File: src/rtl/sfw_pkg.sv
package sfw_pkg;

  localparam logic [7:0] OP_WR_ENABLE = 8'h06;
  localparam logic [7:0] OP_SR_ENABLE = 8'h50;
  localparam logic [7:0] OP_SR_WRITE  = 8'h01;
  localparam logic [7:0] OP_SR_READ   = 8'h05;
  localparam logic [1:0] REG_PRIMARY  = 2'd0;

  typedef enum logic [2:0] {
    TX_NONE, TX_ENABLE, TX_WRITE_OP, TX_DATA, TX_READ_OP
  } txSel_e;

  typedef struct packed {
    logic   capReq;
    logic   altOp;
    logic   loadInit;
    logic   loadStep;
    logic   stepDec;
    logic   capStatus;
    txSel_e txSel;
  } dpCtl_t;

  typedef enum logic [3:0] {
    S_IDLE, S_EN_BYTE, S_GAP_A, S_WR_OP, S_WR_DATA, S_GAP_B, S_INIT_WAIT,
    S_RD_OP, S_RD_IN0, S_RD_IN1, S_EVAL, S_STEP_WAIT, S_ATT_FAIL
  } seqState_e;

endpackage

File: src/rtl/sfw_datapath.sv
module sfw_datapath
  import sfw_pkg::*;
#(
  parameter int INIT_MS   = 100,
  parameter int STEP_MS   = 10,
  parameter int BUDGET_MS = 5000
) (
  input  logic       clk,
  input  logic       rstN,
  input  dpCtl_t     ctl,
  input  logic [7:0] wrValue,
  input  logic [1:0] modeSel,
  input  logic       msTick,
  input  logic [7:0] spiRx,
  output logic [7:0] txByte,
  output logic       waitDone,
  output logic       budgetLast,
  output logic       wipBit,
  output logic       retryOk
);

  localparam int CNT_W     = $clog2(BUDGET_MS + 1);
  localparam int AFTER_INIT = (BUDGET_MS > INIT_MS) ? BUDGET_MS - INIT_MS : 0;

  logic [7:0]       dataR;
  logic [7:0]       statusR;
  logic             weCap;
  logic             ewCap;
  logic             useAlt;
  logic [CNT_W-1:0] waitCnt;
  logic [CNT_W-1:0] remMs;

  always_ff @(posedge clk) begin
    if (!rstN) begin
      dataR  <= '0;
      weCap  <= 1'b0;
      ewCap  <= 1'b0;
      useAlt <= 1'b0;
    end else if (ctl.capReq) begin
      dataR  <= wrValue;
      weCap  <= modeSel[0];
      ewCap  <= modeSel[1] | ~modeSel[0];
      useAlt <= ~modeSel[0];
    end else if (ctl.altOp) begin
      useAlt <= 1'b1;
    end
  end

  always_ff @(posedge clk) begin
    if (!rstN)
      waitCnt <= '0;
    else if (ctl.loadInit)
      waitCnt <= CNT_W'(INIT_MS);
    else if (ctl.loadStep)
      waitCnt <= CNT_W'(STEP_MS);
    else if (msTick && waitCnt != '0)
      waitCnt <= waitCnt - 1'b1;
  end

  always_ff @(posedge clk) begin
    if (!rstN)
      remMs <= '0;
    else if (ctl.loadInit)
      remMs <= CNT_W'(AFTER_INIT);
    else if (ctl.stepDec)
      remMs <= (remMs > CNT_W'(STEP_MS)) ? remMs - CNT_W'(STEP_MS) : '0;
  end

  always_ff @(posedge clk) begin
    if (!rstN)
      statusR <= '0;
    else if (ctl.capStatus)
      statusR <= spiRx;
  end

  always_comb begin
    unique case (ctl.txSel)
      TX_ENABLE:   txByte = useAlt ? OP_SR_ENABLE : OP_WR_ENABLE;
      TX_WRITE_OP: txByte = OP_SR_WRITE;
      TX_DATA:     txByte = dataR;
      TX_READ_OP:  txByte = OP_SR_READ;
      default:     txByte = 8'h00;
    endcase
  end

  assign waitDone   = (waitCnt == '0);
  assign budgetLast = (remMs <= CNT_W'(STEP_MS));
  assign wipBit     = statusR[0];
  assign retryOk    = weCap & ewCap & ~useAlt;

  // the wait counter moves only on a tick or a reload
  assert_wait_hold_R5: assert property (@(posedge clk) disable iff (!rstN)
    (!ctl.loadInit && !ctl.loadStep && !msTick) |=> $stable(waitCnt));

  // the remaining budget never grows inside an attempt
  assert_budget_down_R7: assert property (@(posedge clk) disable iff (!rstN)
    !ctl.loadInit |=> remMs <= $past(remMs));

endmodule

File: src/rtl/sfw_control.sv
module sfw_control
  import sfw_pkg::*;
(
  input  logic       clk,
  input  logic       rstN,
  input  logic       startReq,
  input  logic [1:0] regSel,
  input  logic       spiAck,
  input  logic       spiErr,
  input  logic       waitDone,
  input  logic       budgetLast,
  input  logic       wipBit,
  input  logic       retryOk,
  output dpCtl_t     ctl,
  output logic       spiGo,
  output logic       spiSel,
  output logic       busy,
  output logic       done,
  output logic       ok,
  output logic       timedOut
);

  seqState_e state, nxt;
  logic      issued;
  logic      tmoFlag;
  logic      byteState;
  logic      ackHit;

  assign byteState = (state == S_EN_BYTE) || (state == S_WR_OP) || (state == S_WR_DATA) ||
                     (state == S_RD_OP) || (state == S_RD_IN0) || (state == S_RD_IN1);
  assign spiSel = byteState;
  assign spiGo  = byteState && !issued;
  assign ackHit = spiAck && issued;
  assign busy   = (state != S_IDLE);

  always_comb begin
    ctl = '0;
    ctl.txSel = TX_NONE;
    nxt = state;
    unique case (state)
      S_IDLE: if (startReq && regSel == REG_PRIMARY) begin
        ctl.capReq = 1'b1;
        nxt = S_EN_BYTE;
      end
      S_EN_BYTE: begin
        ctl.txSel = TX_ENABLE;
        if (ackHit) nxt = spiErr ? S_ATT_FAIL : S_GAP_A;
      end
      S_GAP_A: nxt = S_WR_OP;
      S_WR_OP: begin
        ctl.txSel = TX_WRITE_OP;
        if (ackHit) nxt = spiErr ? S_ATT_FAIL : S_WR_DATA;
      end
      S_WR_DATA: begin
        ctl.txSel = TX_DATA;
        if (ackHit) nxt = spiErr ? S_ATT_FAIL : S_GAP_B;
      end
      S_GAP_B: begin
        ctl.loadInit = 1'b1;
        nxt = S_INIT_WAIT;
      end
      S_INIT_WAIT: if (waitDone) nxt = S_RD_OP;
      S_RD_OP: begin
        ctl.txSel = TX_READ_OP;
        if (ackHit) nxt = spiErr ? S_ATT_FAIL : S_RD_IN0;
      end
      S_RD_IN0: if (ackHit) begin
        ctl.capStatus = 1'b1;
        nxt = spiErr ? S_ATT_FAIL : S_RD_IN1;
      end
      S_RD_IN1: if (ackHit) nxt = spiErr ? S_ATT_FAIL : S_EVAL;
      S_EVAL: begin
        if (!wipBit) nxt = S_IDLE;
        else begin
          ctl.loadStep = 1'b1;
          nxt = S_STEP_WAIT;
        end
      end
      S_STEP_WAIT: if (waitDone) begin
        if (budgetLast) nxt = S_ATT_FAIL;
        else begin
          ctl.stepDec = 1'b1;
          nxt = S_RD_OP;
        end
      end
      S_ATT_FAIL: begin
        if (retryOk) begin
          ctl.altOp = 1'b1;
          nxt = S_EN_BYTE;
        end else nxt = S_IDLE;
      end
      default: nxt = S_IDLE;
    endcase
  end

  always_ff @(posedge clk) begin
    if (!rstN) begin
      state    <= S_IDLE;
      issued   <= 1'b0;
      tmoFlag  <= 1'b0;
      done     <= 1'b0;
      ok       <= 1'b0;
      timedOut <= 1'b0;
    end else begin
      state <= nxt;
      done  <= 1'b0;
      if (spiGo) issued <= 1'b1;
      else if (spiAck) issued <= 1'b0;
      unique case (state)
        S_IDLE: if (startReq) begin
          ok       <= 1'b0;
          timedOut <= 1'b0;
          tmoFlag  <= 1'b0;
          if (regSel != REG_PRIMARY) done <= 1'b1;
        end
        S_EVAL: if (!wipBit) begin
          done <= 1'b1;
          ok   <= 1'b1;
        end
        S_STEP_WAIT: if (waitDone && budgetLast) tmoFlag <= 1'b1;
        S_ATT_FAIL: begin
          if (retryOk) tmoFlag <= 1'b0;
          else begin
            done     <= 1'b1;
            ok       <= 1'b0;
            timedOut <= tmoFlag;
          end
        end
        default: ;
      endcase
    end
  end

  // a byte request is followed by no new request until acknowledged
  assert_single_outstanding_R10: assert property (@(posedge clk) disable iff (!rstN)
    spiGo |=> !spiGo);

  // the unlock frame ends with chip select released
  assert_sel_drop_R10: assert property (@(posedge clk) disable iff (!rstN)
    (state == S_EN_BYTE && ackHit && !spiErr) |=> !spiSel);

  // completion lasts exactly one cycle
  assert_done_pulse_R11: assert property (@(posedge clk) disable iff (!rstN)
    done |=> !done);

  // success and timeout never reported together
  assert_result_excl_R7: assert property (@(posedge clk) disable iff (!rstN)
    !(ok && timedOut));

  // a request for another register finishes at once without a frame
  assert_reject_quiet_R8: assert property (@(posedge clk) disable iff (!rstN)
    (state == S_IDLE && startReq && regSel != REG_PRIMARY) |=> (done && !ok && !spiSel));

  // an error during unlock or write leaves the frame immediately
  assert_abort_R9: assert property (@(posedge clk) disable iff (!rstN)
    ((state == S_EN_BYTE || state == S_WR_OP || state == S_WR_DATA) && ackHit && spiErr)
      |=> !spiSel);

endmodule

File: src/rtl/sfw_seq.sv
module sfw_seq
  import sfw_pkg::*;
#(
  parameter int INIT_MS   = 100,
  parameter int STEP_MS   = 10,
  parameter int BUDGET_MS = 5000
) (
  input  logic       clk,
  input  logic       rstN,
  input  logic       startReq,
  input  logic [7:0] wrValue,
  input  logic [1:0] regSel,
  input  logic [1:0] modeSel,
  input  logic       msTick,
  output logic       spiSel,
  output logic       spiGo,
  output logic [7:0] spiTx,
  input  logic       spiAck,
  input  logic [7:0] spiRx,
  input  logic       spiErr,
  output logic       busy,
  output logic       done,
  output logic       ok,
  output logic       timedOut
);

  dpCtl_t ctl;
  logic   waitDone;
  logic   budgetLast;
  logic   wipBit;
  logic   retryOk;

  sfw_control u_ctrl (
    .clk(clk), .rstN(rstN), .startReq(startReq), .regSel(regSel),
    .spiAck(spiAck), .spiErr(spiErr), .waitDone(waitDone),
    .budgetLast(budgetLast), .wipBit(wipBit), .retryOk(retryOk),
    .ctl(ctl), .spiGo(spiGo), .spiSel(spiSel), .busy(busy),
    .done(done), .ok(ok), .timedOut(timedOut)
  );

  sfw_datapath #(.INIT_MS(INIT_MS), .STEP_MS(STEP_MS), .BUDGET_MS(BUDGET_MS)) u_dp (
    .clk(clk), .rstN(rstN), .ctl(ctl), .wrValue(wrValue), .modeSel(modeSel),
    .msTick(msTick), .spiRx(spiRx), .txByte(spiTx), .waitDone(waitDone),
    .budgetLast(budgetLast), .wipBit(wipBit), .retryOk(retryOk)
  );

endmodule

File: config.mk
export PLATFORM = sky130hd
export DESIGN_NAME = sfw_seq
export DESIGN_NICKNAME = d
export VERILOG_FILES = /design/src/rtl/sfw_pkg.sv /design/src/rtl/sfw_datapath.sv /design/src/rtl/sfw_control.sv /design/src/rtl/sfw_seq.sv
export SDC_FILE = /design/constraint.sdc
export NUM_CORES = 1
export LEC_CHECK = 0
export ABC_CLOCK_PERIOD_IN_PS = 5800
export BUFFER_PORTS_ARGS = -buffer_cell sky130_fd_sc_hd__buf_4
export CORE_UTILIZATION = 63
export CTS_BUF_LIST = sky130_fd_sc_hd__clkbuf_8
export CTS_CLUSTER_SIZE = 8
export DETAILED_ROUTE_END_ITERATION = 10
export GPL_TIMING_DRIVEN = 1
export HOLD_SLACK_MARGIN = 0.08
export PLACE_DENSITY = 0.94
export SETUP_SLACK_MARGIN = 0.02
export SLEW_MARGIN = 10
export SYNTH_ARGS = -nofsm -noshare
export SYNTH_HDL_FRONTEND = slang
export SYNTH_SLANG_ARGS = --single-unit
File: constraint.sdc
create_clock -name clk -period 5.8 [get_ports clk]
set_input_delay 0.87 -clock clk [delete_from_list [all_inputs] [get_ports clk]]
set_output_delay 0.87 -clock clk [all_outputs]
set_load 0.02 [all_outputs]
==> results.json <==
{
  "io_pins": 40,
  "grt_pass1_vias": 2259,
  "cts_made_buffers": 5,
  "ys_ff_latch": 47,
  "ant_nets": 0,
  "worst_slew_pin_slew_ns": 0.744,
  "yosys.area.top_type": "dfxtp_1",
  "grt_start_max_net_pins": 25,
  "port_buffers": 32,
  "place.gp.congestion": 0.771,
  "hp-start": "u_dp.dataR[5]",
  "whs_path_depth": 2,
  "setup_viol": 0,
  "path_delay_family": "flip-flops",
  "dieHeight_um": 66.6,
  "synth_edf_count": 0,
  "core_um2": 4000,
  "regToRegSetupSlack_ns": 3.28,
  "power.density_nw_per_um2": 407,
  "final_common_cell": "dfxtp_1",
  "drt_pass1_iterations": 4,
  "synth_area_um2": 2630,
  "layout.nets": 374,
  "period_needed_ns": 2.94,
  "rows": 23,
  "syn_nets": 349,
  "drc": 0,
  "synth_cell_types": 63,
  "cp-end-kind": "output port",
  "syn_inst": 320,
  "ir_worst_vdd_v": 0.000271,
  "gr-total-overflow": 0,
  "initial_core_util_pct": 65.7,
  "path_cells": "nand2b_1, or3_1, a21oi_1, buf_4",
  "antenna_found_initial": 0,
  "max_cap_violations": 0,
  "max_slew_margin_pct": 50.3,
  "grt_usage_pct": 29.0,
  "ys_warn_count": 0,
  "die_w_um": 66.6,
  "p_leak_nw": 1.18,
  "status": "finished, final reports clean",
  "dpl_worst_slack_ns": 3.24,
  "diodes": 0,
  "cts_htree_levels": 2,
  "drt_iter0_drc": 122,
  "netlist.area_leader.share_pct": 35.8,
  "wl_per_cell_um": 15.0,
  "critPathBufInv": 1,
  "synthTopCellsByArea": "dfxtp_1 36%, nand2_1 6.3%, a21oi_1 5.1%",
  "dieArea_um2": 4440,
  "hold_viol": 0,
  "async_flop_share_pct": 0,
  "final.setup_skew_ns": 0.00506,
  "grt_pass1_wl_um": 9810,
  "clockBufferDepth": 2,
  "mostFrequentLayoutCells": "47 x dfxtp_1, 44 x nand2_1, 33 x buf_4",
  "wl_um": 5930,
  "cp_slowest_cell": "dfxtp_1",
  "rsz0062_at_grt": "false",
  "fin_crit_sh_pct": 50.7,
  "hold_buffers": 0,
  "synth_top_flop_cell": "dfxtp_1",
  "worstReg2RegEnd": "u_dp.remMs[10]",
  "report.final.slew_viol_count": 0,
  "setup_ws_ns": 2.86,
  "hold_path.class": "flip-flop to flip-flop",
  "cts_root_buf": "clkbuf_8",
  "areaGrowthSynthToFinish_pct": 13.8,
  "cts.clk_slew.worst_paths_ns": 0.09,
  "drive_gt1_share_pct": 18.2,
  "cts_tree": "built",
  "r2r-start": "u_ctrl.state[0]",
  "dp_hpwl_um": 4030,
  "hold_ws_ns": 0.453,
  "via_per_inst": 6.19,
  "hold_end": "u_dp.dataR[5]",
  "critPathMaxStageDelay_ns": 0.79,
  "max_freq_mhz": 340,
  "worstPathRequired_ns": 4.93,
  "vias": 2452,
  "syn-mean-instance-area_um2": 8.22,
  "cp_data_arrival_time_ns": 2.07,
  "worstPathMaxFanout": 22,
  "seq_area_frac_synth_pct": 35.8,
  "clk_latency_ns": 0.30,
  "setup_tns_ns": 0,
  "cts_setup_buffers": 0,
  "rr_worst_depth": 5,
  "worstSetupPathType": "flip-flop to output port",
  "cts_sinks": 47,
  "start_kind": "flip-flop",
  "cts_resized": 0
}
-- metal layers --
layer	routed length (um)	vias to the layer above	share of wire (%)	global-route usage [%]
li1	-	1214	-	-
met1	2570	1154	43	32.7
met2	2970	74	50	51.5
met3	296	10	5.0	7.71
met4	91	0	1.5	10.6
met5	0	-	0	0
-- layout make-up --
class	instances	area [um^2]
sequential	47	941
fill	297	1010
timing repair buffer	33	248
clock inverter	2	35.0
clock buffer	6	82.6
multi-input combinational	249	1590
inverter	9	33.8
tap	50	62.6
-- synth_stat cells, types with 3 or more instances --
library cell / number
inv_1: 8
nand4b_1: 3
o21ai_0: 8
ha_1: 3
o2111ai_1: 3
nand3b_1: 5
o31a_1: 4
and3_1: 5
nand3_1: 12
nor2_1: 27
a31oi_1: 5
clkbuf_1: 13
o22ai_1: 3
dfxtp_1: 47
o31a_2: 3
xnor2_1: 4
nor3_1: 7
or3_1: 6
nand2b_1: 8
nor2b_1: 8
mux2i_1: 3
nand2_1: 44
a21oi_1: 27
xor2_1: 7
nor4_1: 5
a211oi_1: 3
mux2_2: 4
-- logic make-up after synthesis --
kind of cell / count (synthesis) / share of synthesized area (%)
buffers and inverters: 24 / 3.71
and+or+nand+nor: 152 / 32.4
muxes: 7 / 2.85
AOI/OAI and AO/OA: 76 / 20.1
adders and majority gates: 3 / 1.43
xor gates and xnor gates: 11 / 3.66
DFF: 47 / 35.8
-- worst max-delay path by stage --
stage	slack (ns)	depth (start not counted)	endpoint	from
finish	2.86	4	spiTx[2]	u_ctrl.state[0]
global route	2.69	4	spiTx[2]	u_ctrl.state[0]
CTS	2.89	4	spiTx[2]	u_ctrl.state[0]
detailed placement	3.24	4	spiTx[2]	u_ctrl.state[0]
global placement	3.27	4	spiTx[2]	u_ctrl.state[0]
floorplan	3.24	5	spiTx[4]	u_ctrl.state[2]
-- sequential cells by signal, indices dropped and copies added (netlist names) --
register	cells
u_ctrl.done	1
u_ctrl.issued	1
u_ctrl.ok	1
u_ctrl.state	4
u_ctrl.timedOut	1
u_ctrl.tmoFlag	1
u_dp.dataR	8
u_dp.ewCap	1
u_dp.remMs	13
u_dp.statusR	1
u_dp.useAlt	1
u_dp.waitCnt	13
u_dp.weCap	1
-- through the flow --
stage          instances  util [%]  total power [mW]  instance area (um^2)
2_1_floorplan        320         -             0.831                  2630
3_3_place_gp         388      71.9             0.936                  2880
3_5_place_dp         388      71.9             0.961                  2880
4_1_cts              396      74.9              1.21                  2990
5_1_grt              396      74.9              1.30                  2990
6_report             396      74.9              1.22                  2990
-- power breakdown --
part,internal [mW],total (mW),switching (mW),leakage (nW)
Clock,0.140,0.253,0.114,0.0612
Combinational,0.221,0.512,0.290,0.733
Sequential,0.374,0.455,0.0811,0.382
-- worst register-to-register path: stages, from the launching register on --
cell and delay [ns]:
dfxtp_1 0.79, nand2b_1 0.28, or2_2 0.40, a211o_4 0.35
or4_1 0.49, a21oi_1 0.14
No activity file was read; power rests on OpenSTA's default activity.
